File: src/rtl/rr_pkg.sv
package rr_pkg;
  // per-cycle action chosen by the controller
  typedef enum logic [1:0] {
    ACT_IDLE  = 2'd0,
    ACT_COUNT = 2'd1,
    ACT_HOLD  = 2'd2,
    ACT_DRAIN = 2'd3
  } act_e;
endpackage

File: src/rtl/rr_counter.sv
module rr_counter
  import rr_pkg::*;
#(
  parameter int CNT_W = 4
) (
  input  logic             clk_i,
  input  logic             rst_ni,
  input  act_e             act_i,
  output logic [CNT_W-1:0] cnt_o
);
  logic [CNT_W-1:0] cnt_q, cnt_d;

  always_comb begin
    unique case (act_i)
      ACT_COUNT: cnt_d = cnt_q + 1'b1;
      ACT_DRAIN: cnt_d = cnt_q - 1'b1;
      default:   cnt_d = cnt_q;
    endcase
  end

  always_ff @(posedge clk_i or negedge rst_ni) begin
    if (!rst_ni) cnt_q <= '0;
    else         cnt_q <= cnt_d;
  end

  assign cnt_o = cnt_q;
endmodule

File: src/rtl/rr_ctrl.sv
module rr_ctrl
  import rr_pkg::*;
#(
  parameter int CNT_W = 4
) (
  input  logic             clk_i,
  input  logic             rst_ni,
  input  logic             x_i,
  input  logic [CNT_W-1:0] cnt_i,
  output act_e             act_o,
  output logic             rep_o,
  output logic             z_o
);
  localparam logic [CNT_W-1:0] CntMax = '1;
  localparam logic [CNT_W-1:0] CntOne = CNT_W'(1);

  logic rep_q, rep_d;
  act_e act;

  always_comb begin
    if (rep_q)       act = ACT_DRAIN;
    else if (x_i)    act = (cnt_i == CntMax) ? ACT_HOLD : ACT_COUNT;
    else             act = (cnt_i != '0) ? ACT_DRAIN : ACT_IDLE;
  end

  // flag stays up until the final pulse
  assign rep_d = (act == ACT_DRAIN) && (cnt_i != CntOne);

  always_ff @(posedge clk_i or negedge rst_ni) begin
    if (!rst_ni) rep_q <= 1'b0;
    else         rep_q <= rep_d;
  end

  assign act_o = act;
  assign rep_o = rep_q;
  assign z_o   = (act == ACT_DRAIN);
endmodule

File: src/rtl/run_replay.sv
module run_replay
  import rr_pkg::*;
#(
  parameter int CNT_W = 4
) (
  input  logic clk_i,
  input  logic rst_ni,
  input  logic x_i,
  output logic z_o
);
  logic [CNT_W-1:0] cnt_q;
  logic             rep_q;
  act_e             act;

  rr_ctrl #(.CNT_W(CNT_W)) u_ctrl (
    .clk_i  (clk_i),
    .rst_ni (rst_ni),
    .x_i    (x_i),
    .cnt_i  (cnt_q),
    .act_o  (act),
    .rep_o  (rep_q),
    .z_o    (z_o)
  );

  rr_counter #(.CNT_W(CNT_W)) u_cnt (
    .clk_i  (clk_i),
    .rst_ni (rst_ni),
    .act_i  (act),
    .cnt_o  (cnt_q)
  );
endmodule

File: config.mk
export PLATFORM = sky130hd
export DESIGN_NAME = run_replay
export DESIGN_NICKNAME = d
export VERILOG_FILES = /design/src/rtl/rr_pkg.sv /design/src/rtl/rr_counter.sv /design/src/rtl/rr_ctrl.sv /design/src/rtl/run_replay.sv
export SDC_FILE = /design/constraint.sdc
export NUM_CORES = 1
export LEC_CHECK = 0
export BUFFER_PORTS_ARGS = -buffer_cell sky130_fd_sc_hd__buf_4
export CAP_MARGIN = 40
export CORE_AREA = 2 2 39 41
export CTS_CLUSTER_DIAMETER = 120
export DETAILED_ROUTE_END_ITERATION = 16
export DIE_AREA = 0 0 41 43
export GPL_ROUTABILITY_DRIVEN = 1
export SLEW_MARGIN = 10
export SYNTH_ARGS = -nofsm -noshare
export SYNTH_HDL_FRONTEND = slang
export SYNTH_SLANG_ARGS = --single-unit
File: constraint.sdc
create_clock -name clk_i -period 2.6 [get_ports clk_i]
set_input_delay 0.26 -clock clk_i [delete_from_list [all_inputs] [get_ports clk_i]]
set_output_delay 0.26 -clock clk_i [all_outputs]
set_load 0.005 [all_outputs]
==> metrics <==
Final Slew Violations 0; DRT iter0 DRCs 5; Reg2Reg Capture Point u_cnt.cnt_o[1]; CTS max path bufs 2; maximum fanout along the worst path 7; core area 1380 sq um; max-cap violations 0; Slew HR 0.851; CP Data Required Time 2.34 ns; clock-pin slew on the worst setup and hold paths 0.05 ns; area grow syn2layout 23.5%; Site Rows 14; DRC 0; Synth cell types 16; largest net degree at the start of global routing 8; Hold-fix buffers, CTS 1; cells after synthesis 30; Fillers 149; share of cells above drive strength 1 0.263; maximum operating frequency 0.563 GHz; Synth area leaders dfrtp_1 37%, ha_1 15%, xnor2_1 7.8%; FF/Latch Area 125 sq um; power share of the sequential group 0.379; CTS buffer count 3; Seq/Total Area, Yosys 0.373; period utilization 0.683; VDD IR max 508 uV; Routability Congestion 0.792; area of the multi-input gates 203 sq um; Final TNS setup 0 ns; Clk network pwr share 0.188; syn_nets 37; Synth top area share 0.373; Slew @ Worst Pin 0.223 ns; endpoints failing setup 0; Nets 46; RSZ-0062 raised after global routing no; Worst Setup End Kind output port; CTS HTree Levels 1; Sw Pwr 175 uW; vias in the first global route 233; Switching Fraction 0.376; FF-to-FF path depth 6; Root Buffer clkbuf_4; n_diodes 0; CTS Sinks 5; Vias/cell 4.44; Final min period 1.78 ns; Die X 41 microns; GR Overflow Total 0; worst reg2reg setup slack 1.13 ns; first-pass GRT wire length 931 microns; status finished clean; Mapped Area 335 sq um; initial antenna violation count 0; P per Cell Area 1130 nW/um^2; post-route ant nets 0; Startpoint Class register; power share of the combinational group 0.433; I/O Pins 4; final WL 536 microns; Ys Warns 0; total power draw 467 uW; Synth Area per Inst 11.2 sq um; Leak Pwr 0.000177 uW; Setup Fix Bufs, Post-CTS 0; CP Class register to output port; CTS tree built; R2R Path Start u_cnt.cnt_o[0]; Global Route Usage Sum 0.0786; Skew-Pair Late Insertion Delay 0.24 ns; PostCTS Resize Cnt 0; Initial Util 0.242; P_int 291 uW; WP data arrival 1.52 ns; First-pass DRT Iterations 2; vias after detailed routing 240; cell taking the most area after synthesis dfrtp_1; Hold Violations, Final 0; #FFs+latches synth 5; Detail Placement HPWL 417 microns; Die Y-Extent 43 microns; die area 1760 sq um; PortBufs 3; HP Class input port to async pin; clock skew 0.00545 ns; wire per inst 9.93 microns
-- worst max-delay path by stage --
stage	start	to	slack (ns)	depth (start not counted)
floorplan	u_cnt.cnt_o[1]	u_cnt.cnt_o[1]	1.25	5
global placement	u_cnt.cnt_o[0]	z_o	1.07	5
detailed placement	u_cnt.cnt_o[0]	z_o	1.07	5
CTS	u_cnt.cnt_o[0]	z_o	0.80	5
global route	u_cnt.cnt_o[0]	z_o	0.71	5
finish	u_cnt.cnt_o[0]	z_o	0.82	5
-- synthesized netlist by cell type --
master    instances
ha_1              4
a21boi_0          1
a21oi_1           3
nand3_1           2
and4bb_1          1
o21ai_0           1
nor3b_2           1
o31a_1            1
inv_1             2
dfrtp_1           5
nor2_1            1
nor3_1            1
o21bai_4          1
and4b_1           1
a21oi_2           2
xnor2_1           3
-- logic make-up (layout without fill, tap and decap cells) --
kind of cell	after synthesis	in the layout	share of synthesized area
xor+xnor	3	3	0.0784
simple gates	7	7	0.160
fa+ha+maj	4	4	0.149
buf+inv	2	10	0.0224
flops	5	5	0.373
compound gates	9	9	0.216
-- through the flow --
stage	instance area, sq um	std cells	setup WS [ns]	hold slack [ns]	util
CTS	414	54	0.803	0.348	0.299
global placement	378	49	1.07	0.0636	0.273
detailed placement	378	49	1.07	0.0667	0.273
finish	414	54	0.824	0.360	0.299
global route	414	54	0.715	0.359	0.299
floorplan	335	30	1.25	-0.0356	-
-- registers in the layout (all words and copies together) (netlist names) --
| signal | flops |
|---|---|
| u_ctrl.rep_o | 1 |
| u_cnt.cnt_o | 4 |
-- critical path, stage by stage (launching register included) --
cell and delay [ns]:
dfrtp_1 0.45, inv_1 0.09, ha_1 0.21, nor3b_2 0.16
o21bai_4 0.21, buf_4 0.15
-- power groups by stage --
stage	Combinational (uW)	Sequential, uW	Clock (uW)
6_report	202	177	87.9
3_5_place_dp	203	179	0
4_1_cts	206	178	93.5
3_3_place_gp	200	180	0
2_1_floorplan	166	166	0
5_1_grt	232	183	99.2
-- placed cells by master (no fill, tap or decap), drive strengths merged --
cell type / n
dfrtp: 5
a21oi: 5
ha: 4
clkbuf: 4
xnor2: 3
buf: 3
inv: 2
nand3: 2
nor3b: 1
o21bai: 1
nor2: 1
a21boi: 1
nor3: 1
and4bb: 1
and4b: 1
o21ai: 1
o31a: 1
dlygate4sd3: 1
-- layout make-up --
class                      instances  share of cell area
inverter                           2              0.0181
clock buffer                       4              0.0634
multi-input combinational         23               0.489
sequential                         5               0.302
timing repair buffer               4              0.0785
tap                               16              0.0483
-- routing by layer --
layer	routed length (microns)	vias up	global-route usage	share of wire
li1	-	124	-	-
met1	253	113	0.0912	0.47
met2	255	3	0.116	0.48
met3	28	0	0.0524	0.052
met4	0	0	0.0200	0
met5	0	-	0	0
No activity file was read; power rests on OpenSTA's default activity.
